[config.mk]
export PLATFORM = sky130hd
export DESIGN_NAME = useq_ctrl
export DESIGN_NICKNAME = d
export VERILOG_FILES = /design/src/rtl/useq_pkg.sv /design/src/rtl/useq_store.sv /design/src/rtl/useq_dispatch.sv /design/src/rtl/useq_next.sv /design/src/rtl/useq_decode.sv /design/src/rtl/useq_ctrl.sv
export SDC_FILE = /design/constraint.sdc
export NUM_CORES = 1
export LEC_CHECK = 0
export ABC_AREA = 0
export BUFFER_PORTS_ARGS = -buffer_cell sky130_fd_sc_hd__buf_2
export CAP_MARGIN = 0
export CORE_UTILIZATION = 50
export CTS_CLUSTER_SIZE = 28
export DETAILED_ROUTE_END_ITERATION = 6
export HOLD_SLACK_MARGIN = 0.02
export PLACE_DENSITY = 0.82
export SLEW_MARGIN = 0
export SYNTH_ARGS = -nofsm -noshare
export SYNTH_HDL_FRONTEND = slang
export SYNTH_HIERARCHICAL = 1
export SYNTH_SLANG_ARGS = --single-unit
[constraint.sdc]
create_clock -name clk -period 3.25 [get_ports clk]
set_input_delay 0.325 -clock clk [delete_from_list [all_inputs] [get_ports clk]]
set_output_delay 0.325 -clock clk [all_outputs]
set_load 0.05 [all_outputs]
[src/rtl/useq_pkg.sv]
package useq_pkg;

   typedef enum logic [1:0] {ALU_ADD = 2'd0, ALU_SUB = 2'd1, ALU_FUNCT = 2'd2} alu_fn_e;
   typedef enum logic {SRC1_PC = 1'b0, SRC1_A = 1'b1} src1_e;
   typedef enum logic [1:0] {SRC2_B = 2'd0, SRC2_FOUR = 2'd1, SRC2_IMM = 2'd2, SRC2_IMM_X4 = 2'd3} src2_e;
   typedef enum logic [1:0] {RF_IDLE = 2'd0, RF_READ = 2'd1, RF_WR_ALU = 2'd2, RF_WR_MDR = 2'd3} rf_e;
   typedef enum logic [1:0] {MEM_IDLE = 2'd0, MEM_RD_PC = 2'd1, MEM_RD_ALU = 2'd2, MEM_WR_ALU = 2'd3} mem_e;
   typedef enum logic [1:0] {PCW_NONE = 2'd0, PCW_ALU = 2'd1, PCW_TARGET_EQ = 2'd2} pcw_e;
   // Sequencing encoding: 0 fetch, 1 table one, 2 table two, 3 plus one
   typedef enum logic [1:0] {SEQ_FETCH = 2'd0, SEQ_DISP1 = 2'd1, SEQ_DISP2 = 2'd2, SEQ_NEXT = 2'd3} seq_e;

   typedef struct packed {
      alu_fn_e fn;
      src1_e   s1;
      src2_e   s2;
      rf_e     rf;
      mem_e    mem;
      pcw_e    pcw;
      seq_e    seq;
   } uinstr_t;

   // Named microprogram entries
   localparam int UA_FETCH  = 0;
   localparam int UA_DECODE = 1;
   localparam int UA_MEMADR = 2;
   localparam int UA_LDRD   = 3;
   localparam int UA_LDWB   = 4;
   localparam int UA_STWR   = 5;
   localparam int UA_REXEC  = 6;
   localparam int UA_BREQ   = 7;
   localparam int UA_COUNT  = 8;

endpackage

[src/rtl/useq_store.sv]
module useq_store
   import useq_pkg::*;
#(
   parameter int UPC_W = 4
) (
   input  logic [UPC_W-1:0] addr,
   output uinstr_t          word
);

   localparam int DEPTH = 1 << UPC_W;

   if (DEPTH < UA_COUNT) begin : g_chk_depth
      $error("useq_store: UPC_W too small for the microprogram");
   end

   function automatic uinstr_t entry(input int a);
      uinstr_t w;
      w = '{fn: ALU_ADD, s1: SRC1_PC, s2: SRC2_B, rf: RF_IDLE,
            mem: MEM_IDLE, pcw: PCW_NONE, seq: SEQ_FETCH};
      case (a)
         UA_FETCH: begin
            w.s2 = SRC2_FOUR; w.mem = MEM_RD_PC; w.pcw = PCW_ALU; w.seq = SEQ_NEXT;
         end
         UA_DECODE: begin
            w.s2 = SRC2_IMM_X4; w.rf = RF_READ; w.seq = SEQ_DISP1;
         end
         UA_MEMADR: begin
            w.s1 = SRC1_A; w.s2 = SRC2_IMM; w.seq = SEQ_DISP2;
         end
         UA_LDRD: begin
            w.mem = MEM_RD_ALU; w.seq = SEQ_NEXT;
         end
         UA_LDWB: begin
            w.rf = RF_WR_MDR;
         end
         UA_STWR: begin
            w.mem = MEM_WR_ALU;
         end
         UA_REXEC: begin
            w.fn = ALU_FUNCT; w.s1 = SRC1_A; w.rf = RF_WR_ALU;
         end
         UA_BREQ: begin
            w.fn = ALU_SUB; w.s1 = SRC1_A; w.pcw = PCW_TARGET_EQ;
         end
         default: ;
      endcase
      return w;
   endfunction

   always_comb word = entry(int'(addr));

endmodule

[src/rtl/useq_dispatch.sv]
module useq_dispatch #(
   parameter int                         OPC_W   = 6,
   parameter int                         UPC_W   = 4,
   parameter int                         NKEY    = 2,
   parameter logic [NKEY*OPC_W-1:0]      KEYS    = '0,
   parameter logic [NKEY*UPC_W-1:0]      TARGETS = '0
) (
   input  logic [OPC_W-1:0] opcode,
   output logic             hit,
   output logic [UPC_W-1:0] target
);

   if (NKEY < 1) begin : g_chk_nkey
      $error("useq_dispatch: table needs at least one key");
   end

   for (genvar i = 0; i < NKEY; i++) begin : g_uniq_i
      for (genvar j = i + 1; j < NKEY; j++) begin : g_uniq_j
         if (KEYS[i*OPC_W +: OPC_W] == KEYS[j*OPC_W +: OPC_W]) begin : g_dup
            $error("useq_dispatch: duplicate opcode key");
         end
      end
   end

   logic [NKEY-1:0] match;

   for (genvar g = 0; g < NKEY; g++) begin : g_key
      assign match[g] = (opcode == KEYS[g*OPC_W +: OPC_W]);
   end

   always_comb begin
      target = '0;
      for (int i = 0; i < NKEY; i++) begin
         if (match[i]) target = target | TARGETS[i*UPC_W +: UPC_W];
      end
   end

   assign hit = |match;

endmodule

[src/rtl/useq_next.sv]
module useq_next
   import useq_pkg::*;
#(
   parameter int UPC_W = 4
) (
   input  logic             clk,
   input  logic             rst_n,
   input  seq_e             seq,
   input  logic             d1_hit,
   input  logic [UPC_W-1:0] d1_tgt,
   input  logic             d2_hit,
   input  logic [UPC_W-1:0] d2_tgt,
   output logic [UPC_W-1:0] upc
);

   logic [UPC_W-1:0] nxt;

   always_comb begin
      case (seq)
         SEQ_FETCH: nxt = UPC_W'(UA_FETCH);
         SEQ_DISP1: nxt = d1_hit ? d1_tgt : UPC_W'(UA_FETCH);
         SEQ_DISP2: nxt = d2_hit ? d2_tgt : UPC_W'(UA_FETCH);
         SEQ_NEXT:  nxt = upc + UPC_W'(1);
         default:   nxt = UPC_W'(UA_FETCH);
      endcase
   end

   always_ff @(posedge clk or negedge rst_n) begin
      if (!rst_n) upc <= UPC_W'(UA_FETCH);
      else        upc <= nxt;
   end

   // Missing opcode in either table falls back to fetch
   p_miss_to_fetch_r9: assert property (@(posedge clk) disable iff (!rst_n)
      ((seq == SEQ_DISP1 && !d1_hit) || (seq == SEQ_DISP2 && !d2_hit)) |=> (upc == UPC_W'(UA_FETCH)));

   p_plus_one_r5: assert property (@(posedge clk) disable iff (!rst_n)
      (seq == SEQ_NEXT) |=> (upc == $past(upc) + UPC_W'(1)));

endmodule

[src/rtl/useq_decode.sv]
module useq_decode
   import useq_pkg::*;
(
   input  uinstr_t    word,
   output logic       pc_write,
   output logic       pc_write_cond,
   output logic       pc_src,
   output logic       addr_sel,
   output logic       mem_read,
   output logic       mem_write,
   output logic       ir_load,
   output logic       reg_write,
   output logic       reg_dst,
   output logic       mem_to_reg,
   output logic       alu_a_sel,
   output logic [1:0] alu_b_sel,
   output logic [1:0] alu_op
);

   always_comb begin
      alu_op        = word.fn;
      alu_a_sel     = word.s1;
      alu_b_sel     = word.s2;
      mem_read      = (word.mem == MEM_RD_PC) || (word.mem == MEM_RD_ALU);
      mem_write     = (word.mem == MEM_WR_ALU);
      addr_sel      = (word.mem == MEM_RD_ALU) || (word.mem == MEM_WR_ALU);
      ir_load       = (word.mem == MEM_RD_PC);
      reg_write     = (word.rf == RF_WR_ALU) || (word.rf == RF_WR_MDR);
      reg_dst       = (word.rf == RF_WR_ALU);
      mem_to_reg    = (word.rf == RF_WR_MDR);
      pc_write      = (word.pcw == PCW_ALU);
      pc_write_cond = (word.pcw == PCW_TARGET_EQ);
      pc_src        = (word.pcw == PCW_TARGET_EQ);
   end

endmodule

[src/rtl/useq_ctrl.sv]
module useq_ctrl
   import useq_pkg::*;
#(
   parameter int               OPC_W         = 6,
   parameter int               UPC_W         = 4,
   parameter logic [OPC_W-1:0] OPC_RTYPE     = 6'h00,
   parameter logic [OPC_W-1:0] OPC_LOAD      = 6'h23,
   parameter logic [OPC_W-1:0] OPC_STORE     = 6'h2B,
   parameter logic [OPC_W-1:0] OPC_BRANCH_EQ = 6'h04
) (
   input  logic             clk,
   input  logic             rst_n,
   input  logic [OPC_W-1:0] opcode,
   output logic [UPC_W-1:0] upc,
   output logic             pc_write,
   output logic             pc_write_cond,
   output logic             pc_src,
   output logic             addr_sel,
   output logic             mem_read,
   output logic             mem_write,
   output logic             ir_load,
   output logic             reg_write,
   output logic             reg_dst,
   output logic             mem_to_reg,
   output logic             alu_a_sel,
   output logic [1:0]       alu_b_sel,
   output logic [1:0]       alu_op
);

   localparam int D1_N = 4;
   localparam int D2_N = 2;
   localparam logic [D1_N*OPC_W-1:0] D1_KEYS = {OPC_BRANCH_EQ, OPC_RTYPE, OPC_STORE, OPC_LOAD};
   localparam logic [D1_N*UPC_W-1:0] D1_TGTS = {UPC_W'(UA_BREQ), UPC_W'(UA_REXEC),
                                                UPC_W'(UA_MEMADR), UPC_W'(UA_MEMADR)};
   localparam logic [D2_N*OPC_W-1:0] D2_KEYS = {OPC_STORE, OPC_LOAD};
   localparam logic [D2_N*UPC_W-1:0] D2_TGTS = {UPC_W'(UA_STWR), UPC_W'(UA_LDRD)};

   if (OPC_W < 1) begin : g_chk_opc
      $error("useq_ctrl: OPC_W must be positive");
   end

   uinstr_t          word;
   logic             d1_hit, d2_hit;
   logic [UPC_W-1:0] d1_tgt, d2_tgt;

   useq_store #(.UPC_W(UPC_W)) u_store (.addr(upc), .word(word));

   useq_dispatch #(.OPC_W(OPC_W), .UPC_W(UPC_W), .NKEY(D1_N), .KEYS(D1_KEYS), .TARGETS(D1_TGTS))
      u_disp1 (.opcode(opcode), .hit(d1_hit), .target(d1_tgt));

   useq_dispatch #(.OPC_W(OPC_W), .UPC_W(UPC_W), .NKEY(D2_N), .KEYS(D2_KEYS), .TARGETS(D2_TGTS))
      u_disp2 (.opcode(opcode), .hit(d2_hit), .target(d2_tgt));

   useq_next #(.UPC_W(UPC_W)) u_next (
      .clk(clk), .rst_n(rst_n), .seq(word.seq),
      .d1_hit(d1_hit), .d1_tgt(d1_tgt), .d2_hit(d2_hit), .d2_tgt(d2_tgt),
      .upc(upc)
   );

   useq_decode u_dec (
      .word(word), .pc_write(pc_write), .pc_write_cond(pc_write_cond), .pc_src(pc_src),
      .addr_sel(addr_sel), .mem_read(mem_read), .mem_write(mem_write), .ir_load(ir_load),
      .reg_write(reg_write), .reg_dst(reg_dst), .mem_to_reg(mem_to_reg),
      .alu_a_sel(alu_a_sel), .alu_b_sel(alu_b_sel), .alu_op(alu_op)
   );

   p_reset_entry_r1: assert property (@(posedge clk) disable iff (!rst_n)
      $rose(rst_n) |-> (upc == UPC_W'(UA_FETCH)));

   p_fetch_to_decode_r2: assert property (@(posedge clk) disable iff (!rst_n)
      (upc == UPC_W'(UA_FETCH)) |=> (upc == UPC_W'(UA_DECODE)));

   p_disp1_rtype_r3: assert property (@(posedge clk) disable iff (!rst_n)
      (upc == UPC_W'(UA_DECODE) && opcode == OPC_RTYPE) |=> (upc == UPC_W'(UA_REXEC)));

   p_disp2_store_r4: assert property (@(posedge clk) disable iff (!rst_n)
      (upc == UPC_W'(UA_MEMADR) && opcode == OPC_STORE) |=> (upc == UPC_W'(UA_STWR)));

   p_tail_returns_r7: assert property (@(posedge clk) disable iff (!rst_n)
      (upc >= UPC_W'(UA_LDWB) && upc <= UPC_W'(UA_BREQ)) |=> (upc == UPC_W'(UA_FETCH)));

   p_branch_ctl_r8: assert property (@(posedge clk) disable iff (!rst_n)
      (upc == UPC_W'(UA_BREQ)) |-> (pc_write_cond && pc_src && !reg_write));

   p_strobe_excl_r10: assert property (@(posedge clk) disable iff (!rst_n)
      !(mem_read && mem_write) && !(pc_write && pc_write_cond));

endmodule

==> After elaboration in Yosys (flattened, before gate mapping) <==
Cells that the tools add are included.
{ "totals": {"out_inout_bits": 19, "register_bits": 4, "mem_bits_ro": 0, "mem_count": 0, "inputBits": 8, "latch_bits": 0, "elab_cells": 48, "ramBits": 0} }
{ "classes": {"multipliers": 0, "n_addsub": 1, "eq_ne": 20, "n_bitwise": 0, "mux": 16, "n_reduce_logical": 10, "div_mod_pow": 0, "order_cmp": 0, "shift": 0} }
{ "op_table": {"columns": ["operator", "n"], "rows": [
  ["case mux 2 bit (3 select lines)", 4],
  ["equality test 4 x 3 -> 1 bit, second input constant", 4],
  ["case mux 4 bit (4 select lines)", 1],
  ["2-to-1 mux 3 bit", 5],
  ["equality test 2 bit, second input constant", 7],
  ["equality test 6 bit, second input constant", 2],
  ["equality test 4 x 2 -> 1 bit, second input constant", 2],
  ["case mux 2 bit (2 select lines)", 2],
  ["equality test 2 x 1 -> 1 bit, second input constant", 3],
  ["equality test 6 x 3 -> 1 bit, second input constant", 1],
  ["logical NOT 6 bit", 1],
  ["2-to-1 mux 2 bit", 3],
  ["adder 4 x 1 -> 4 bit, second input constant", 1],
  ["equality test 4 x 1 -> 1 bit, second input constant", 1],
  ["logical NOT 4 bit", 1],
  ["OR reduction 2 bit", 2],
  ["OR reduction 4 bit", 1],
  ["logical OR 1 bit", 3],
  ["OR reduction 3 bit", 1],
  ["logical NOT 2 bit", 1],
  ["2-to-1 mux 1 bit", 1]
]} }

==> Depth between registers and ports, before layout <==
Gate-level depths: netlist of run 1.
{ "logic_depth": {"depth_word": 7, "depth_mapped": 7} }

==> Cells and area by module <==
Netlist of run 1, hierarchy kept.
{ "modules_own_cells": {"columns": ["module", "cells_per_inst", "instances", "seq_area_each_um2", "area_each_um2"], "rows": [
  ["useq_next", 26, 1, 100.1, 265.3],
  ["useq_store", 25, 1, 0.0, 146.4],
  ["useq_decode", 18, 1, 0.0, 133.9],
  ["useq_dispatch at u_disp2", 7, 1, 0.0, 63.8],
  ["useq_dispatch at u_disp1", 8, 1, 0.0, 57.6]
]} }

==> Least setup slack after synthesis of run 1 <==
Ideal clock, no wire load.
{ "synth_timing": {"path_kind": "register to output", "start": "reg u_next.upc[1]", "end": "out addr_sel", "path_buffers": 1, "required_ns": 2.925, "path_slack_ns": 0.652, "arrival_ns": 2.273, "stages_incl_launch_ff": 6, "path_cell_list": "dfrtp_1 buf_2 xnor2_1 nor3b_1 ha_1 or2_1"} }
{ "synth_lines": {"columns": ["item", "line", "text"], "rows": [
  ["start, declared", "useq_next.sv:13", "output logic [UPC_W-1:0] upc"],
  ["start signal, assigned", "useq_next.sv:29", "if (!rst_n) upc <= UPC_W'(UA_FETCH);"],
  ["start signal, assigned", "useq_next.sv:30", "else upc <= nxt;"],
  ["end, declared", "useq_ctrl.sv:18", "output logic addr_sel,"]
]} }

==> results of run 1 <==
## synthesized netlist by cell type (all sizes together)
master / count
a31o: 1
a22oi: 1
xnor2: 2
buf: 14
mux2i: 2
ha: 4
nand4b: 4
nor2b: 4
nand2b: 2
nor3: 5
conb: 2
dfrtp: 4
nand3: 3
o21a: 1
or2: 1
inv: 4
a21oi: 4
nand2: 3
nor4: 1
nand3b: 1
a31oi: 2
and2b: 3
clkbuf: 1
xor2: 2
and2: 1
nor2: 7
nor3b: 4
or4: 1
## kinds of logic after synthesis
family	after synthesis	share of synthesized area, %
AO/OA/AOI/OAI	9	8.44
XOR/XNOR	4	5.25
adder cells (fa/ha/maj)	4	7.50
buffers and inverters	19	18.4
flip-flops	4	15.0
multiplexers	2	3.00
other	2	1.13
AND/OR/NAND/NOR	40	41.3
## worst max-delay path, delay by kind of cell (launching register included)
family | cells | cell delay (ps)
DFF | 1 | 520
and+or+nand+nor | 2 | 500
buffers and inverters | 2 | 310
xor gates and xnor gates | 1 | 220
adders and majority gates | 1 | 200
## worst paths after layout
check | startpoint | to | cells after the start | slack, ps
setup / recovery | u_next/upc[2] | addr_sel | 6 | 960
hold / removal | rst_n | u_next/upc[0] | 2 | 440
setup reg to reg | u_next/upc[0] | u_next/upc[0] | 5 | 1260
hold reg to reg | u_next/upc[0] | u_next/upc[0] | 3 | 880
max in group asynchronous | rst_n | u_next/upc[2] | 2 | 2680
min in group clk | opcode[4] | u_next/upc[1] | 4 | 450
## stage by stage
step                      area (um2)  utilization (%)  cells
after floorplan                  667                -     84
after global placement           707             60.4    109
after detailed placement         707             60.4    109
after CTS                        739             63.1    113
after global routing             739             63.1    113
final                            739             63.1    113
## layout make-up
| cell class | count | area (um2) |
|---|---|---|
| fillers | 119 | 432 |
| flip-flops and latches | 4 | 100 |
| clock buffers | 3 | 22.5 |
| inverters | 4 | 15.0 |
| multi-input cells | 61 | 444 |
| repair buffers | 27 | 140 |
| well taps | 14 | 17.5 |
## layer usage
layer / wire length, um / track usage (%) / up-vias
li1: - / - / 303
met1: 486 / 19.9 / 267
met2: 677 / 33.8 / 18
met3: 47 / 0 / 0
met4: 0 / 10.3 / 0
met5: 0 / 0 / -
## repair_timing
action                                  in CTS  in global routing
resized for setup                            0                  0
hold buffers                                 1                  0
endpoints found under the setup margin       0                  0
hold endpoints to repair                     4                  0
==> impl_results.md, run 1 <==
* Routability cong. at 0.680
* Final cycle utilization of the critical path at 70.6%
* HP Class: in2async
* Synth area leaders: dfrtp_1, buf_4, ha_1, nor3b_2, nor2_1
* Worst Path Max Fanout at 13
* Biggest register: u_next/upc
* Core area at 1170 um2
* Drt initial violations at 7
* Full die area at 1480 um2
* CTS max path bufs at 2
* Cell area after synthesis at 667 um2
* Slowest stage delay, CP at 520 ps
* Root buffer cell: clkbuf_4
* Mapped Nets at 96
* Commonest non-fill, non-tap cell in the layout: buf_2
* WS Path Type: reg2out
* Vias at 588
* PortBufs at 26
* Clock Sinks at 4
* Initial antenna violation count at 0
* Vias per cell at 5.20
* Mean Syn Cell Area at 7.94 um2
* Most frequent cells in the layout: buf_2, nor2_1, nor3_1
* Least-Margin Pin Slew at 897 ps
* Crit. End Element: primary output
* Row count at 12
* WL per Instance at 10.7 um
* H-tree levels at 1
* Reg clk slew, reported paths at 40 ps
* Initial Util at 56.9%
* Post-CTS Setup Inserts at 0
* RSZ-0062 raised after global routing: no
* CP arrival at 1970 ps
* Fin crit period at 2290 ps
* HPWL Detailed at 952 um
* Biggest regs: u_next/upc x4
* Startpoint Class: flip-flop
* Relative slew slack at 39.7%
* Yosys top cell by area: dfrtp_1
* CTS tree: built
* CP Cell Sequence: xor2_1 -> nor3_1 -> inv_1 -> ha_1 -> or2_1 -> buf_2
* Total CTS buffers at 3
* # diodes at 0
* Nets at 113
* DRC violations left at 0
* Max reg flops at 4
* Status: complete, no violations
* Hold WS at 442 ps
* Syn-to-layout area delta at 10.9%
* Max Cap Viol at 0
* Required @ worst endpoint at 2920 ps
* GR Overflow Total at 0
* Synth warnings at 6
* Final Hold Viols at 0
* Fmax at 0.436 GHz
* Total Wirelength at 1.21 mm
* Ports at 27
* Largest net degree at the start of global routing at 14
* Yosys cell types at 34
* GRT Resource Usage Total at 18.0%
* Share of layout cells above drive strength 1 at 37.4%
* Post-route ant nets at 0
* Skew final at 4.95 ps
* Sequential-to-total area share from yosys stat at 15.0%
* #FFs+latches synth at 4
* Worst slack, placed at 1210 ps
* Vias in the first global route at 497
* Pre-antenna DRT Iters at 4
* Slowest CP cell: dfrtp_1
* Fin. max-slew vios at 0
* Setup TNS at 0 ps
* Die Ht at 38.5 um
* Share of the synthesized area in the top cell type at 15.0%
* Skew-Pair Late Insertion Delay at 230 ps
* Die width at 38.5 um
* Worst setup margin at 955 ps
* Setup-failing EPs final at 0
* Gate Count Post-Synth at 84
* First-pass GRT wire length at 1.87 mm
Power of run 1 is left out: the tool's default activity adds up to more than one toggle a clock period on the data nets, which glitch-free logic cannot reach.
==> run 2, diff against run 1 <==
--- a/config.mk
+++ b/config.mk
@@ -5,14 +5,14 @@
 export SDC_FILE = /design/constraint.sdc
 export NUM_CORES = 1
 export LEC_CHECK = 0
-export ABC_AREA = 0
+export ABC_AREA = 1
 export BUFFER_PORTS_ARGS = -buffer_cell sky130_fd_sc_hd__buf_2
 export CAP_MARGIN = 0
-export CORE_UTILIZATION = 50
+export CORE_UTILIZATION = 47
 export CTS_CLUSTER_SIZE = 28
 export DETAILED_ROUTE_END_ITERATION = 6
 export HOLD_SLACK_MARGIN = 0.02
-export PLACE_DENSITY = 0.82
+export PLACE_DENSITY = 0.78
 export SLEW_MARGIN = 0
 export SYNTH_ARGS = -nofsm -noshare
 export SYNTH_HDL_FRONTEND = slang
==> constraint.sdc (replaced) <==
create_clock -name clk -period 2.25 [get_ports clk]
set_input_delay 0.225 -clock clk [delete_from_list [all_inputs] [get_ports clk]]
set_output_delay 0.225 -clock clk [all_outputs]
set_load 0.05 [all_outputs]
==> run 2 against run 1 <==
Final cell count grew 46%. Register-to-register slack lost 450 ps. Critical path depth grew 1. Synthesized cell count grew 55%. First-iteration DRC count grew 43%. Final area grew 8.6%. Core utilization shrank 2.9 points. Area after synthesis grew 3.6%. Largest cell class unchanged.
==> impl_results.md, run 2 <==
* Synth area leaders: nand2_1, inv_1, dfrtp_1, buf_4, nor2_1
* R2R setup slack at 810 ps (-450 ps)
* Biggest regs: u_next/upc x4
* Initial Util at 51.8% (-5.2 points)
* Root buffer cell: clkbuf_4
* Gate Count Post-Synth at 130 (+55%)
* Top-count cell post-synth: nand2_1
* Buf+Inv Stages, Crit Path at 3 (+1)
* WS Path Type: reg2out
* Routability cong. at 0.783 (+15%)
* Final cycle utilization of the critical path at 88.5%
* Biggest register: u_next/upc
* Synth warnings at 6 (unchanged)
* Critical path origin: u_next/upc[3]
* Total CTS buffers at 3 (unchanged)
* GRT Resource Usage Total at 18.5% (+0.54 points)
* H-tree levels at 1 (unchanged)
* Reg2reg start: u_next/upc[3]
* GR Overflow Total at 0 (unchanged)
* Die Ht at 40.3 um (+4.7%)
* Total Wirelength at 1.22 mm (+0.99%)
* Critical R2R Capture: u_next/upc[2]
* Max Cap Viol at 0 (unchanged)
* Status: complete, no violations
* Fin crit period at 1990 ps
* Worst path depth at 7 (+1)
* DRC violations left at 0 (unchanged)
* Worst setup endpoint: mem_read
* Max reg flops at 4 (unchanged)
* Yosys cell types at 15 (-56%)
* Initial antenna violation count at 0 (unchanged)
* Share of flip-flops with an asynchronous set or reset at 100% (unchanged)
* # diodes at 0 (unchanged)
* Skew-Pair Late Insertion Delay at 240 ps (about the same)
* Startpoint Class: flip-flop
* Largest net degree at the start of global routing at 11 (-3)
* Nets at 164 (+45%)
* HP Class: in2async
* Vias in the first global route at 550 (+11%)
* Top Family by Delay on Critical Path: simple AND/OR/NAND/NOR gates
* Post-synth top cells: nand2_1, inv_1, nor2_1
* Required @ worst endpoint at 2030 ps (-890 ps)
* WL per Instance at 7.42 um (-31%)
* CP arrival at 1770 ps (-200 ps)
* RSZ-0062 raised after global routing: no
* CP Cell Sequence: nor2_2 -> nand2_1 -> nand2_1 -> inv_1 -> ha_1 -> inv_1 -> buf_2
* Reg clk slew, reported paths at 40 ps (about the same)
* CTS resizes at 0 (unchanged)
* Post-CTS Setup Inserts at 0 (unchanged)
* Slowest stage delay, CP at 430 ps (-90 ps)
* FF-to-FF path depth at 7 (+2)
* Setup-failing EPs final at 0 (unchanged)
* CTS max path bufs at 2 (unchanged)
* Vias per cell at 4.48 (-14%)
* Share of the synthesized area in the top cell type at 20.1% (+5.1 points)
* Share of layout cells above drive strength 1 at 30.0% (-7.4 points)
* Syn-to-layout area delta at 16.3%
* Clock Sinks at 4 (unchanged)
* Core area at 1330 um2 (+14%)
* Storage cell area at 100 um2 (unchanged)
* Commonest non-fill, non-tap cell in the layout: nand2_1
* #FFs+latches synth at 4 (unchanged)
* Row count at 13 (+1)
* Multi-input combinational cell area at 398 um2 (-10%)
* Vias at 740 (+26%)
* Full die area at 1630 um2 (+9.6%)
* Mean Syn Cell Area at 5.31 um2 (-33%)
* Pre-antenna DRT Iters at 4 (unchanged)
* Fin. max-slew vios at 0 (unchanged)
* Final Hold Viols at 0 (unchanged)
* Yosys top cell by area: nand2_1
* Skew final at 7.79 ps (+2.84 ps)
* Worst Path Max Fanout at 6 (-7)
* First-pass GRT wire length at 2.01 mm (+7.8%)
* Most frequent cells in the layout: nand2_1, inv_1, buf_2, nor2_1
* CTS tree: built
* Drt initial violations at 10 (+3)
* Fmax at 0.502 GHz
* Ports at 27 (unchanged)
* Sequential-to-total area share from yosys stat at 14.5% (-0.52 points)
* Setup TNS at 0 ps (unchanged)
* Die width at 40.3 um (+4.7%)
* Post-route ant nets at 0 (unchanged)
* Main flop type after synthesis: dfrtp_1
* Crit. End Element: primary output
* Post-synth EDFFs at 0 (unchanged)
* Fillers at 134 (+13%)
* Cell area after synthesis at 691 um2 (+3.6%)
* Mapped Nets at 142 (+48%)
* PortBufs at 26 (unchanged)
* HPWL Detailed at 1.01 mm (+5.6%)
* Slowest CP cell: dfrtp_1
run 2: cell count changes in the layout (fill, tap and decap cells not counted), moves of 6 or more:
cell and change:
inv_1 +23, inv_2 +6, nand2_1 +34, nand3_1 +6, nor2_1 +10, nor2_2 +9
run 2: layout make-up:
class,count,area share [%]
Multi-Input combinational cell,83,49.5
Clock buffer,3,2.80
Inverter,33,15.4
Sequential cell,4,12.5
Timing Repair Buffer,27,17.4
Tap cell,15,2.34
run 2: worst min path at each step:
stage	from	to	slack, ps
after floorplan	rst_n	u_next/upc[0]	-70
after global placement	rst_n	u_next/upc[2]	30
after detailed placement	rst_n	u_next/upc[1]	30
after CTS	rst_n	u_next/upc[3]	320
after global routing	rst_n	u_next/upc[1]	340
final	rst_n	u_next/upc[3]	320
run 2: kinds of logic after synthesis:
| family | synth area share, % |
|---|---|
| and+or+nand+nor | 48.9 |
| buffers and inverters | 28.3 |
| adders and majority gates | 7.25 |
| DFF | 14.5 |
| other | 1.09 |
run 2: metal layers:
metal | track usage [%] | vias up | wire [um]
li1 | - | 401 | -
met3 | 3.33 | 2 | 69
met1 | 21.1 | 310 | 529
met4 | 7.50 | 0 | 19
met2 | 33.3 | 27 | 605
met5 | 0 | - | 0
run 2: what timing repair did:
item                       4_1_cts  5_1_grt
setup endpoints to repair        0        0
hold buffers                     1        0
hold endpoints to repair         4        0
run 2: stage by stage:
stage / worst slack, ps / utilization [%] / instances / instance area (um2) / hold WS [ps]
2_1_floorplan: 10.8 / - / 130 / 693 / -70.6
5_1_grt: 116 / 60.2 / 165 / 803 / 342
6_report: 260 / 60.2 / 165 / 803 / 318
3_3_place_gp: 514 / 57.8 / 161 / 771 / 29.0
4_1_cts: 244 / 60.2 / 165 / 803 / 316
3_5_place_dp: 509 / 57.8 / 161 / 771 / 30.8
Power of run 2 is left out for the same reason.
==> run 3, diff against run 2 <==
--- a/config.mk
+++ b/config.mk
@@ -6,9 +6,10 @@
 export NUM_CORES = 1
 export LEC_CHECK = 0
 export ABC_AREA = 1
-export BUFFER_PORTS_ARGS = -buffer_cell sky130_fd_sc_hd__buf_2
+export BUFFER_PORTS_ARGS = -buffer_cell sky130_fd_sc_hd__buf_4
 export CAP_MARGIN = 0
 export CORE_UTILIZATION = 47
+export CTS_BUF_LIST = sky130_fd_sc_hd__clkbuf_16
 export CTS_CLUSTER_SIZE = 28
 export DETAILED_ROUTE_END_ITERATION = 6
 export HOLD_SLACK_MARGIN = 0.02
==> run 3 against run 2 <==
Die area stayed put. Critical endpoint unchanged. Clock-buffer cell count stayed put. Sequential cell count stayed put. Largest cell class unchanged. Setup slack better by 68 ps. Register-to-register slack hardly changed. Maximum frequency is 3.5% higher. Final cell count stayed put.
==> impl_results.md, run 3 (same netlist as run 2, synthesis figures left out) <==
* WS Path Type: reg2out
* Fin. max-slew vios at 0 (unchanged)
* Startpoint Class: flip-flop
* Largest net degree at the start of global routing at 11 (unchanged)
* Skew final at 4.10 ps (-3.69 ps)
* Worst Path Max Fanout at 6 (unchanged)
* Full die area at 1630 um2 (unchanged)
* CP Cell Sequence: nor2_2 -> nand2_1 -> nand2_1 -> inv_1 -> ha_1 -> inv_1 -> buf_4
* Core area at 1330 um2 (unchanged)
* Vias in the first global route at 616 (+12%)
* Syn-to-layout area delta at 33.3%
* # hold bufs at CTS at 1 (unchanged)
* Share of layout cells above drive strength 1 at 30.0% (unchanged)
* First-pass GRT wire length at 2.17 mm (+7.9%)
* Die Ht at 40.3 um (unchanged)
* Most frequent cells in the layout: nand2_1, inv_1, buf_4, nor2_1
* Buf+Inv Stages, Crit Path at 3 (unchanged)
* DRC violations left at 0 (unchanged)
* HPWL Detailed at 1.04 mm (+3.0%)
* Root buffer cell: clkbuf_16
* Total CTS buffers at 3 (unchanged)
* Row count at 13 (unchanged)
* Setup TNS at 0 ps (unchanged)
* PortBufs at 26 (unchanged)
* Pre-antenna DRT Iters at 4 (unchanged)
* GR Overflow Total at 0 (unchanged)
* # diodes at 0 (unchanged)
* Slowest CP cell: dfrtp_1
* WL per Instance at 7.78 um (+4.9%)
* H-tree levels at 1 (unchanged)
* Max reg flops at 4 (unchanged)
* Initial antenna violation count at 0 (unchanged)
* Slowest stage delay, CP at 430 ps (about the same)
* Final cycle utilization of the critical path at 85.4% (-3.0 points)
* Fmax at 0.520 GHz (+3.5%)
* CTS tree: built
* Vias per cell at 4.36 (-2.7%)
* Nets at 164 (unchanged)
* CTS max path bufs at 2 (unchanged)
* Crit. End Element: primary output
* Setup-failing EPs final at 0 (unchanged)
* Skew-Pair Late Insertion Delay at 220 ps (-20 ps)
* Post-CTS Setup Inserts at 0 (unchanged)
* Biggest regs: u_next/upc x4
* Fin crit period at 1920 ps (-68.2 ps)
* GRT Resource Usage Total at 19.9% (+1.4 points)
* Vias at 720 (-2.7%)
* Drt initial violations at 11 (+1)
* Ports at 27 (unchanged)
* Initial Util at 51.8% (unchanged)
* R2R setup slack at 810 ps (about the same)
* CTS resizes at 0 (unchanged)
* Required @ worst endpoint at 2030 ps (about the same)
* Top Family by Delay on Critical Path: simple AND/OR/NAND/NOR gates
* Clock Sinks at 4 (unchanged)
* Biggest register: u_next/upc
* Routability cong. at 0.737 (-5.9%)
* HP Class: in2async
* CP arrival at 1700 ps (-70 ps)
* Final Hold Viols at 0 (unchanged)
* Reg clk slew, reported paths at 30 ps (about the same)
* Post-route ant nets at 0 (unchanged)
* Commonest non-fill, non-tap cell in the layout: nand2_1
* Max Cap Viol at 0 (unchanged)
* RSZ-0062 raised after global routing: no
* Total Wirelength at 1.28 mm (+4.9%)
* Status: complete, no violations
* Die width at 40.3 um (unchanged)
-- run 3: cell counts in the layout (fill, tap and decap cells not counted) --
No cell type changed its count.
-- run 3: worst paths after layout --
kind,to,start,depth (start not counted)
setup / recovery,mem_read,u_next/upc[3],7
hold / removal,u_next/upc[1],rst_n,2
setup reg to reg,u_next/upc[0],u_next/upc[3],6
hold reg to reg,u_next/upc[2],u_next/upc[2],3
max in group asynchronous,u_next/upc[2],rst_n,2
min in group clk,u_next/upc[1],opcode[2],4
-- run 3: per-layer routing --
layer | track usage, % | part of all wire, % | vias to the layer above
li1 | - | - | 401
met3 | 5.00 | 4.4 | 0
met2 | 38.1 | 52 | 19
met4 | 7.50 | 0 | 0
met5 | 0 | 0 | -
met1 | 20.1 | 44 | 300
-- run 3: cell type report --
cell class                      count  area, um2
Sequential cell                     4        100
Tap cell                           15       18.8
Inverter                           33        124
Timing Repair Buffer               27        205
Multi-Input combinational cell     83        398
Clock buffer                        3       75.1
Fill cell                         125        413
-- run 3: per-stage QoR --
stage	instance area (um2)	std cells	utilization [%]	hold WS, ps	setup slack [ps]
detailed placement	836	161	62.7	21.5	555
finish	921	165	69.0	333	328
CTS	921	165	69.0	328	314
floorplan	693	130	-	-70.6	10.8
global route	921	165	69.0	358	186
global placement	836	161	62.7	21.4	566
Power of run 3 is left out for the same reason.
